**src/rtl/frame_irq_ctrl.sv**
```systemverilog
module frame_irq_ctrl #(
  parameter logic [7:0] MASK_ADDR = 8'hEB,
  parameter logic [7:0] REQ_ADDR  = 8'h1F,
  parameter logic [7:0] CLR_ADDR  = 8'hEC,
  parameter logic [7:0] STAT_ADDR = 8'h3C,
  parameter logic [7:0] EN_ADDR   = 8'h3D
) (
  input  logic       clk,
  input  logic       rst_n,
  input  logic [2:0] tx_frame,
  input  logic [2:0] rx_frame,
  input  logic [2:0] tx_evt,
  input  logic [2:0] rx_evt,
  input  logic [2:0] tx_err,
  input  logic [2:0] rx_err,
  input  logic       dpll_err,
  input  logic [7:0] addr,
  input  logic [7:0] wdata,
  input  logic       wr,
  input  logic       rd,
  output logic [7:0] rdata,
  output logic       irq_n,
  output logic       irq_oe
);

  logic [7:0] mask, req, smp;
  logic [6:0] err_en, err_stat;
  logic [7:0] stb, src, set_vec, clr_vec;
  logic [6:0] err_vec;
  logic       stat_rd;

  assign err_vec = {dpll_err, rx_err, tx_err};
  assign stb     = {|rx_frame, |tx_frame, rx_frame, tx_frame};
  assign src     = {|(err_vec[6:3] & err_en[6:3]), |(err_vec[2:0] & err_en[2:0]), rx_evt, tx_evt};
  assign set_vec = stb & src & ~smp;
  assign clr_vec = (wr && addr == CLR_ADDR) ? ~wdata : 8'h00;
  assign stat_rd = rd && addr == STAT_ADDR;

  always_ff @(posedge clk) begin
    if (!rst_n) begin
      mask     <= 8'hFF;
      err_en   <= 7'h00;
      req      <= 8'h00;
      smp      <= 8'h00;
      err_stat <= 7'h00;
    end else begin
      if (wr && addr == MASK_ADDR) mask <= wdata;
      if (wr && addr == EN_ADDR) err_en <= wdata[6:0];
      req      <= (req & ~clr_vec) | set_vec;
      smp      <= (smp & ~stb) | (src & stb);
      err_stat <= (stat_rd ? 7'h00 : err_stat) | err_vec;
    end
  end

  always_ff @(posedge clk) begin
    if (rd) begin
      case (addr)
        MASK_ADDR: rdata <= mask;
        REQ_ADDR:  rdata <= req;
        STAT_ADDR: rdata <= {1'b0, err_stat};
        EN_ADDR:   rdata <= {1'b0, err_en};
        default:   rdata <= 8'h00;
      endcase
    end
  end

  assign irq_n  = ~|(req & ~mask);
  assign irq_oe = ~irq_n;


  reset_state_chk: assert property (@(posedge clk)
    !rst_n |=> (mask == 8'hFF && err_en == 7'h00 && irq_n));


  set_needs_strobe_chk: assert property (@(posedge clk) disable iff (!rst_n)
    ((req & ~$past(req) & ~$past(stb)) == 8'h00));


  clear_write_chk: assert property (@(posedge clk) disable iff (!rst_n)
    (wr && addr == CLR_ADDR) |=> ((req & ~$past(wdata) & ~$past(set_vec)) == 8'h00));


  set_beats_clear_chk: assert property (@(posedge clk) disable iff (!rst_n)
    (wr && addr == CLR_ADDR && set_vec != 8'h00) |=> ((req & $past(set_vec)) == $past(set_vec)));


  stat_keep_chk: assert property (@(posedge clk) disable iff (!rst_n)
    stat_rd |=> ((err_stat & $past(err_vec)) == $past(err_vec)));

endmodule

```
**config.mk**
```make
export PLATFORM = sky130hd
export DESIGN_NAME = frame_irq_ctrl
export DESIGN_NICKNAME = d
export VERILOG_FILES = /design/src/rtl/frame_irq_ctrl.sv
export SDC_FILE = /design/constraint.sdc
export NUM_CORES = 1
export LEC_CHECK = 0
export BUFFER_PORTS_ARGS = -buffer_cell sky130_fd_sc_hd__buf_4
export CAP_MARGIN = 20
export CORE_ASPECT_RATIO = 0.8
export CORE_UTILIZATION = 45
export CTS_CLUSTER_SIZE = 12
export DETAILED_ROUTE_END_ITERATION = 10
export PLACE_DENSITY = 0.8
export SLEW_MARGIN = 10
export SYNTH_ARGS = -nofsm -noshare
export SYNTH_HDL_FRONTEND = slang
export SYNTH_SLANG_ARGS = --single-unit
export TNS_END_PERCENT = 20
```
**constraint.sdc**
```tcl
create_clock -name clk -period 1.5 [get_ports clk]
set_clock_uncertainty 0.1 [all_clocks]
set_input_delay 0.3 -clock clk [delete_from_list [all_inputs] [get_ports clk]]
set_output_delay 0.3 -clock clk [all_outputs]
set_load 0.1 [all_outputs]
```
# Word level (Yosys, flattened, before mapping)
# Index checks and enable logic that the tools add are counted.
totals:
  register_bits: 46
  in_bits: 39
  elab_cells: 39
op_classes:
  n_eq_ne: 5
  mux: 3
  bitwise_logic: 15
  n_reduce_logical: 10
op_table:
  columns: ["op", "count"]
  rows:
  - ["$and A8 B8 Y8", 5]
  - ["$not A8 Y8", 5]
  - ["$pmux W8 S4", 1]
  - ["$eq A8 B6 Y1 const B", 2]
  - ["$eq A8 B8 Y1 const B", 2]
  - ["$or A8 B8 Y8", 2]
  - ["$reduce_or A3 Y1", 3]
  - ["$eq A8 B5 Y1 const B", 1]
  - ["$mux W8", 1]
  - ["$reduce_or A8 Y1", 1]
  - ["$mux W7", 1]
  - ["$or A7 B7 Y7", 1]
  - ["$and A4 B4 Y4", 1]
  - ["$logic_and A1 B1 Y1", 4]
  - ["$reduce_or A4 Y1", 1]
  - ["$and A3 B3 Y3", 1]
  - ["$logic_not A1 Y1", 1]

# Longest topological paths before layout
# Gate-level depths: netlist of run 1.
depth:
  depth_word: 6
  mapped_depth: 5

# Least setup slack after synthesis of run 1
# OpenSTA, ideal clock, no wires.
synth_timing:
  kind: "reg-to-output"
  from: "register mask[5]"
  to: "output irq_n"
  arrival_ps: 3376
  path_slack_ps: -2276
  stages_incl_launch_ff: 3
  cell_sequence: "dfxtp_1 -> o22ai_1 -> nor4_1"
synth_via:
  elab_chain_len: 4
synth_lines:
  columns: ["element", "line", "source"]
  rows:
  - ["start, declared", "26", "logic [7:0] mask, req, smp;"]
  - ["start signal, assigned", "47", "if (wr && addr == MASK_ADDR) mask <= wdata;"]
  - ["$not A8 Y8", "67", "assign irq_n = ~|(req & ~mask);"]
  - ["$and A8 B8 Y8", "67", null]
  - ["$reduce_or A8 Y1", "67", null]
  - ["$logic_not A1 Y1", "67", null]
  - ["end, declared", "22", "output logic irq_n,"]
# Every way passes these cells.

# Worst setup path after layout of run 1
layout_timing:
  from: "register req[4]"
  to: "output irq_oe"
layout_via:
  elab_chain_len: 2
layout_lines:
  columns: ["element", "line", "source"]
  rows:
  - ["start, declared", "26", null]
  - ["start signal, assigned", "49", "req <= (req & ~clr_vec) | set_vec;"]
  - ["$and A8 B8 Y8", "67", null]
  - ["$reduce_or A8 Y1", "67", null]
  - ["end, declared", "23", "output logic irq_oe"]
# Every way passes these cells.

==> metrics.yaml, run 1 <==
outcome: "finished with violations"
violations: "setup timing"
drv_cap: 0
io_buffer_count: 48
synth_edf_count: 8
htreeDepth: 2
start_util: 0.474
pwr-share-clk: 0.341
num_antenna_cells: 0
grt_pass1_vias: 2022
switching_share: 0.249
end_kind: "output pin"
num_vias: 2153
cts_root_buf: "clkbuf_8"
fin_util: 0.666
slew_violations: 0
grt_max_degree: 18
setup_slack_ps: -387
synth-seq-area-share: 0.454
crit_arrival_ps: 1490
pre_cts_ws_ps: -271
cp.required_ps: 1100
hp-class: "primary input to register"
place_congestion: 0.842
die_y_um: 64.6
p_leak_uw: 0.00126
p_sw_uw: 655
grt_setup_unrepaired: "yes"
max_freq_mhz: 530
critPathKind: "register to output pin"
min_path_cells: 3
period_share: 1.26
ff2ff_path_depth: 3
critPathSlowestCell: "or4_4"
die-area_sq_um: 5180
relSlewSlack: 0.630
die_w_um: 80.3
nFillCells: 357
worstSetupStartpointType: "register"
yosys_warnings: 0
dp_hpwl_um: 4620
antenna_found_initial: 0
synthArstFlopShare: 0
min_period_ps: 1890
cts_tree: "built"
synth_cell_types: 43
grt_pass1_wl_um: 9820
grt_usage: 0.251
clock-sinks: 46
p_per_area_nw_per_um2: 848
layout-drive-gt1-share: 0.389
syn_to_final_growth_pct: 40.6
power_report.internal_total_uw: 1970
syn_inst: 224
setup_viol: 2
power_frac_comb: 0.157
hold_violations: 0
syn_area_per_cell_sq_um: 9.84
fin_tns_setup_ps: -686
wire_per_inst_um: 16.7
drt_iter0_markers: 171
route.antenna.remaining_nets: 0
io_pins: 49
first_pass_iters: 6
via_per_inst: 5.80
syn_area_sq_um: 2200
coreArea_sq_um: 4650
peakVddDrop_mv: 0.566
clockBufferDepth: 2
drc: 0
synth-seq-cells: 46
pwr-share-seq: 0.502
cts_buffers: 5
layout.nets: 349
place_area_sq_um: 2940
clkTransAtPathRegs_ps: 80
syn_nets: 263
insertion_delay_ps: 290
cp_max_fo: 2
fin_area_sq_um: 3100
ys.flop_type: "dfxtp_1"
worstMarginPinSlew_ps: 556
row_count: 22
drt-total-wl_um: 6190
critPathMaxStageDelay_ps: 540
gr-total-overflow: 0
crit_chain: "inv_2 > o22ai_4 > or4_4 > buf_12"
==> what timing repair did <==
item	4_1_cts	5_1_grt
setup buffers	1	0
pin swaps	2	1
gates cloned	0	0
hold buffers	0	0
setup endpoints to repair	2	3
gates resized for setup	13	6
==> synth_stat cells (4+ instances only) <==
master	n	area, sq um
nor2_1	20	75.1
o22ai_1	4	25.0
a21oi_1	21	105
mux2i_1	13	130
inv_1	9	33.8
a311o_1	8	80.1
dfxtp_1	38	761
a221o_1	7	70.1
edfxtp_1	8	240
o21ai_0	13	65.1
clkbuf_1	7	26.3
and3b_1	6	52.6
o41a_1	8	90.1
nor3_1	10	50.1
nand4_1	7	43.8
o31ai_1	7	52.6
==> per-stage QoR <==
stage          power [uW]  hold slack, ps  cells
2_1_floorplan        1540             312    224
3_3_place_gp         1740             365    362
3_5_place_dp         1750             380    362
4_1_cts              2630             152    371
5_1_grt              2720             157    371
6_report             2630             150    371
==> worst max-delay path: cells and delay by family (launching register included) <==
family                 cells  cell delay [ps]
AOI/OAI and AO/OA          1               60
buffers and inverters      2              240
DFF                        1              340
and+or+nand+nor            1              540
==> layout make-up <==
cell class	count	area [sq um]	area share
Clock inverter	1	30.0	0.00969
Multi-Input combinational cell	155	1150	0.372
Timing Repair Buffer	91	712	0.230
Clock buffer	7	76.3	0.0246
Sequential cell	46	1010	0.326
Inverter	11	41.3	0.0133
Tap cell	60	75.1	0.0242
==> cells by family (layout without fill, tap and decap cells) <==
family | count (synthesis) | after routing | share of synthesized area
compound gates | 77 | 77 | 0.258
buf+inv | 23 | 110 | 0.0448
flops | 46 | 46 | 0.454
mux | 13 | 13 | 0.0590
simple gates | 65 | 65 | 0.184
==> final timing paths <==
| kind | end | slack (ps) | start |
|---|---|---|---|
| setup / recovery | irq_oe | -390 | req[4]$_SDFF_PN0_ |
| hold / removal | register | 150 | rx_evt[2] |
| hold reg to reg | register | 390 | register |
| setup reg to reg | req[6]$_SDFF_PN0_ | 10 | err_en[2]$_SDFFE_PN0P_ |
==> layout by cell type (no fill, tap or decap), types with 3 or more instances in the layout <==
cell type  instances
edfxtp_1           8
inv_2              5
nand3_1            3
a21oi_1           21
o41a_1             8
and3b_1            6
dfxtp_2            8
a221o_1            7
nand4_1            7
mux2i_1           13
nor2_1            20
clkbuf_8           5
buf_4             88
dfxtp_1           30
a311o_1            8
o21ai_0           13
nand2_1            3
o31ai_1            7
inv_1              4
nor3_1            10
==> power groups by stage <==
stage               clock network [uW]  logic, uW  registers (uW)
global route                       958        440            1320
finish                             897        412            1320
global placement                     0        394            1340
floorplan                            0        135            1400
CTS                                909        406            1320
detailed placement                   0        403            1340
==> metal layers <==
| layer | vias up | GRT usage | part of all wire |
|---|---|---|---|
| met5 | - | 0 | 0 |
| li1 | 1054 | - | - |
| met2 | 95 | 0.388 | 0.45 |
| met1 | 994 | 0.343 | 0.47 |
| met3 | 10 | 0.0577 | 0.065 |
| met4 | 0 | 0.0893 | 0.019 |
Note: power is estimated with default switching activity, not from simulation.
==> inputs of run 2 (changes only) <==
--- a/config.mk
+++ b/config.mk
@@ -5,13 +5,14 @@
 export SDC_FILE = /design/constraint.sdc
 export NUM_CORES = 1
 export LEC_CHECK = 0
+export ABC_AREA = 1
 export BUFFER_PORTS_ARGS = -buffer_cell sky130_fd_sc_hd__buf_4
 export CAP_MARGIN = 20
 export CORE_ASPECT_RATIO = 0.8
 export CORE_UTILIZATION = 45
 export CTS_CLUSTER_SIZE = 12
 export DETAILED_ROUTE_END_ITERATION = 10
-export PLACE_DENSITY = 0.8
+export PLACE_DENSITY = 0.71
 export SLEW_MARGIN = 10
 export SYNTH_ARGS = -nofsm -noshare
 export SYNTH_HDL_FRONTEND = slang
==> run 2 against run 1 <==
The run still ends with setup timing left. Final cell count rose by 12%. Flip-flop and latch count did not move. Worst hold slack got worse by 34 ps. Design area fell by 6.9%. Core utilization fell by 3.9 points. Setup slack improved by 240 ps. Critical path type unchanged. Critical endpoint is now irq_n. Largest cell class unchanged. Largest power group unchanged.
==> metrics.yaml, run 2 <==
end_kind: "output pin"
critPathKind: "register to output pin"
setup_viol: 2
grt-busiest-layer: "met2"
use_met2: 0.379
synth_common_cells: "nand2_1 (67), nand3_1 (53), dfxtp_1 (38), inv_1 (33), a21oi_1 (31)"
min_period_ps: 1650
hold_violations: 0
grt_usage: 0.254
drc: 0
grt_max_degree: 23
clockBufferDepth: 2
hp-class: "primary input to register"
layout-drive-gt1-share: 0.323
cts_root_buf: "clkbuf_8"
clock-sinks: 46
num_antenna_cells: 0
syn_nets: 331
r2r_start: "err_en[3]$_SDFFE_PN0P_"
grt_pass1_vias: 2073
fin_util: 0.628
yosysMostFrequentCell: "nand2_1"
r2r_end: "req[7]$_SDFF_PN0_"
grt_setup_unrepaired: "yes"
drt_iter0_markers: 239
io_buffer_count: 48
peakVddDrop_mv: 0.594
p_per_area_nw_per_um2: 848
final_cell_mix: "nand2_1 (63), buf_4 (60), nand3_1 (53)"
synth-seq-cells: 46
dp_hpwl_um: 4530
synthTopCellsByArea: "dfxtp_1 (35%), nand3_1 (12%), nand2_1 (12%)"
period_share: 1.10
cts_tree: "built"
relSlewSlack: 0.775
worstSetupStartpointType: "register"
coreArea_sq_um: 4600
slew_violations: 0
syn_to_final_growth_pct: 34.3
drv_cap: 0
outcome: "finished with violations"
yosysTopAreaCell: "dfxtp_1"
syn_inst: 292
layout_commonest_cell: "nand2_1"
grt_util_met1: 0.360
crit_arrival_ps: 1250
min_to: "mask[7]$_SDFFE_PN1P_"
gr-total-overflow: 0
htreeDepth: 2
ys.flop_type: "dfxtp_1"
yosys_warnings: 0
setup_slack_ps: -147
clkTransAtPathRegs_ps: 80
violations: "setup timing"
place_congestion: 0.919
synth_cell_types: 22
syn_area_per_cell_sq_um: 7.36
antenna_found_initial: 0
insertion_delay_ps: 300
use_met3: 0.0543
rrSetupSlack_ps: 450
num_vias: 2252
via_per_inst: 5.41
grt_pass1_wl_um: 9720
p_leak_uw: 0.00126
die_w_um: 79.3
synthArstFlopShare: 0
syn_area_sq_um: 2150
synth_edf_count: 8
hp-start: "wdata[7]"
start_util: 0.467
layout.nets: 394
die_y_um: 63.8
max_freq_mhz: 607
fin_tns_setup_ps: -292
nFillCells: 404
synth_top_area_frac: 0.354
io_pins: 49
drt-total-wl_um: 5910
cp.required_ps: 1100
route.antenna.remaining_nets: 0
first_pass_iters: 5
row_count: 22
die-area_sq_um: 5060
cp_max_fo: 2
ff2ff_path_depth: 4
worstMarginPinSlew_ps: 337
cts_buffers: 5
wire_per_inst_um: 14.2
min_path_cells: 3
synth-seq-area-share: 0.466
## run 2: final cells by class
type	instances	area, sq um	share of cell area
tap	60	75.1	0.0260
clock inverter	1	5.00	0.00173
sequential	46	1020	0.353
clock buffer	7	86.3	0.0299
multi-input combinational	202	1040	0.360
inverter	36	135	0.0468
timing repair buffer	64	526	0.182
## run 2: kinds of logic after synthesis
group / share of synthesized area
AND/OR/NAND/NOR: 0.374
flip-flops: 0.466
buffers and inverters: 0.0786
AO/OA/AOI/OAI: 0.0810
## run 2: power by group
group | switching, uW | internal (uW)
logic | 207 | 140
registers | 24.0 | 1290
clock network | 409 | 372
## run 2: worst max path at each step
stage / start / end / slack (ps)
after global placement: req[4]$_SDFF_PN0_ / irq_oe / 20
after detailed placement: addr[1] / rdata[6]$_DFFE_PP_ / 9
after floorplan: req[0]$_SDFF_PN0_ / irq_oe / -370
final: req[5]$_SDFF_PN0_ / irq_n / -150
after global routing: mask[2]$_SDFFE_PN1P_ / irq_n / -210
after CTS: req[4]$_SDFF_PN0_ / irq_n / -200
## run 2: through the flow
stage / hold slack [ps] / instances / worst slack [ps] / power, uW / instance area, sq um
after detailed placement: 345 / 407 / 9.41 / 1690 / 2720
final: 116 / 416 / -147 / 2450 / 2890
after global placement: 343 / 407 / 16.4 / 1680 / 2720
after floorplan: 312 / 292 / -368 / 1520 / 2180
after CTS: 113 / 415 / -203 / 2450 / 2860
after global routing: 111 / 416 / -206 / 2550 / 2890
## run 2: critical path, cell delays in order (launching register included)
cell and delay [ps]:
dfxtp_2 330, inv_2 70, o22ai_4 60, inv_2 80, nand2_4 60, nor3_4 140, buf_12 200
## run 2: layer usage
layer | vias to the layer above | part of all wire
li1 | 1104 | -
met1 | 1027 | 0.46
met2 | 105 | 0.43
met3 | 16 | 0.076
met4 | 0 | 0.028
met5 | - | 0
## run 2: repair_timing
item	CTS	global route
endpoints found under the setup margin	2	2
setup buffers	0	1
hold buffers	0	0
pin swaps	5	4
resized for setup	19	10
==> inputs of run 3 (changes only) <==
--- a/config.mk
+++ b/config.mk
@@ -10,7 +10,7 @@
 export CAP_MARGIN = 20
 export CORE_ASPECT_RATIO = 0.8
 export CORE_UTILIZATION = 45
-export CTS_CLUSTER_SIZE = 12
+export CTS_CLUSTER_SIZE = 28
 export DETAILED_ROUTE_END_ITERATION = 10
 export PLACE_DENSITY = 0.71
 export SLEW_MARGIN = 10
==> constraint.sdc (replaced) <==
create_clock -name clk -period 1.5 [get_ports clk]
set_clock_uncertainty 0.1 [all_clocks]
set_input_delay 0 -clock clk [delete_from_list [all_inputs] [get_ports clk]]
set_output_delay 0 -clock clk [all_outputs]
set_load 0.1 [all_outputs]
==> run 3 against run 2 <==
The flow now finishes without violations. First-iteration DRC count shrank 1.3%. Setup slack gained 190 ps. Core utilization grew 7.1 points. Clock power grew 0.8%. Flip-flop and latch count is the same. Fmax grew 13%. Die area is the same. Critical path depth shrank 1. Register-to-register slack lost 240 ps. Critical path type unchanged. Highest routed layer unchanged.
==> metrics.yaml, run 3 (synthesis gave the netlist of run 2 again) <==
outcome: "complete, no violations"
p_leak_uw: 0.00138
clockBufferDepth: 2
insertion_delay_ps: 290
io_buffer_count: 48
drc: 0
cts_tree: "built"
crit_arrival_ps: 1360
htreeDepth: 2
die_y_um: 63.8
io_pins: 49
syn_to_final_growth_pct: 49.6
die_w_um: 79.3
antenna_found_initial: 0
grt_pass1_wl_um: 10500
row_count: 22
drv_cap: 0
coreArea_sq_um: 4600
period_share: 0.971
slew_violations: 0
cp_max_fo: 3
grt_pass1_vias: 2285
cp.required_ps: 1400
place_congestion: 0.894
relSlewSlack: 0.660
hold_violations: 0
route.antenna.remaining_nets: 0
grt_max_degree: 31
fin_util: 0.699
grt_setup_unrepaired: "yes"
max_freq_mhz: 687
end_kind: "output pin"
hp-class: "primary input to register"
worstSetupStartpointType: "register"
setup_slack_ps: 43.5
die-area_sq_um: 5060
worst_hold_slack_ps: 51.1
final_cell_mix: "nand2_1 (66), buf_4 (54), nand3_1 (53)"
peakVddDrop_mv: 0.528
via_per_inst: 5.23
critPathKind: "register to output pin"
first_pass_iters: 5
start_util: 0.467
nFillCells: 385
num_antenna_cells: 0
layout-drive-gt1-share: 0.221
num_vias: 2369
regArea_sq_um: 1000
drt-total-wl_um: 6400
power.total_uw: 2510
dp_hpwl_um: 4280
drt_iter0_markers: 236
gr-total-overflow: 0
grt_usage: 0.272
layout_commonest_cell: "nand2_1"
cts_buffers: 5
setup_viol: 0
p_per_area_nw_per_um2: 781
layout.nets: 431
worstMarginPinSlew_ps: 509
cts_root_buf: "clkbuf_8"
clkTransAtPathRegs_ps: 90
wire_per_inst_um: 14.1
min_period_ps: 1460
multiInputGateArea_sq_um: 1020
clock-sinks: 46
pre_cts_ws_ps: 219
==> run 3: what timing repair did <==
action / in CTS / in global routing
hold buffers: 44 / 1
resized for setup: 2 / 14
setup buffers: 0 / 5
endpoints found under the hold margin: 48 / 1
endpoints found under the setup margin: 1 / 14
pin swaps: 0 / 3
==> run 3: metrics by stage <==
stage                     setup TNS, ps  cell area, sq um  cells
after floorplan                   -79.2              2160    292
after global placement                0              2590    396
after detailed placement              0              2590    396
after CTS                             0              3130    448
after global routing              -28.1              3210    453
final                                 0              3210    453
==> run 3: final cells by class <==
cell class	count	share of cell area
Inverter	36	0.0421
Multi-Input combinational cell	202	0.317
Timing Repair Buffer	101	0.277
Clock inverter	1	0.00156
Sequential cell	46	0.312
Tap cell	60	0.0234
Clock buffer	7	0.0269
==> run 3: power breakdown <==
part           total, uW  leakage [uW]  internal, uW  switching [uW]
clock network        787     0.0000482           373             414
logic                400      0.000935           184             216
registers           1320      0.000393          1300            27.3
==> run 3: layer usage <==
metal | up-vias | routed length (um) | global-route usage
met1 | 1062 | 2760 | 0.357
li1 | 1174 | - | -
met3 | 16 | 490 | 0.0571
met2 | 117 | 2980 | 0.443
met5 | - | 0 | 0
met4 | 0 | 165 | 0.0932
==> run 3: worst paths after layout <==
check / depth (start not counted) / startpoint / to / slack [ps]
worst max register to register: 3 / register / register / 210
worst max-delay path: 5 / req[0]$_SDFF_PN0_ / irq_oe / 40
worst min-delay path: 5 / wr / mask[4]$_SDFFE_PN1P_ / 50
worst min register to register: 2 / register / register / 360
==> run 3: worst max-delay path, cell delays in order, from the launching register on <==
cell	delay, ps
dfxtp_1	380
inv_1	90
o22ai_4	190
a21oi_1	60
nand4_1	120
buf_8	220
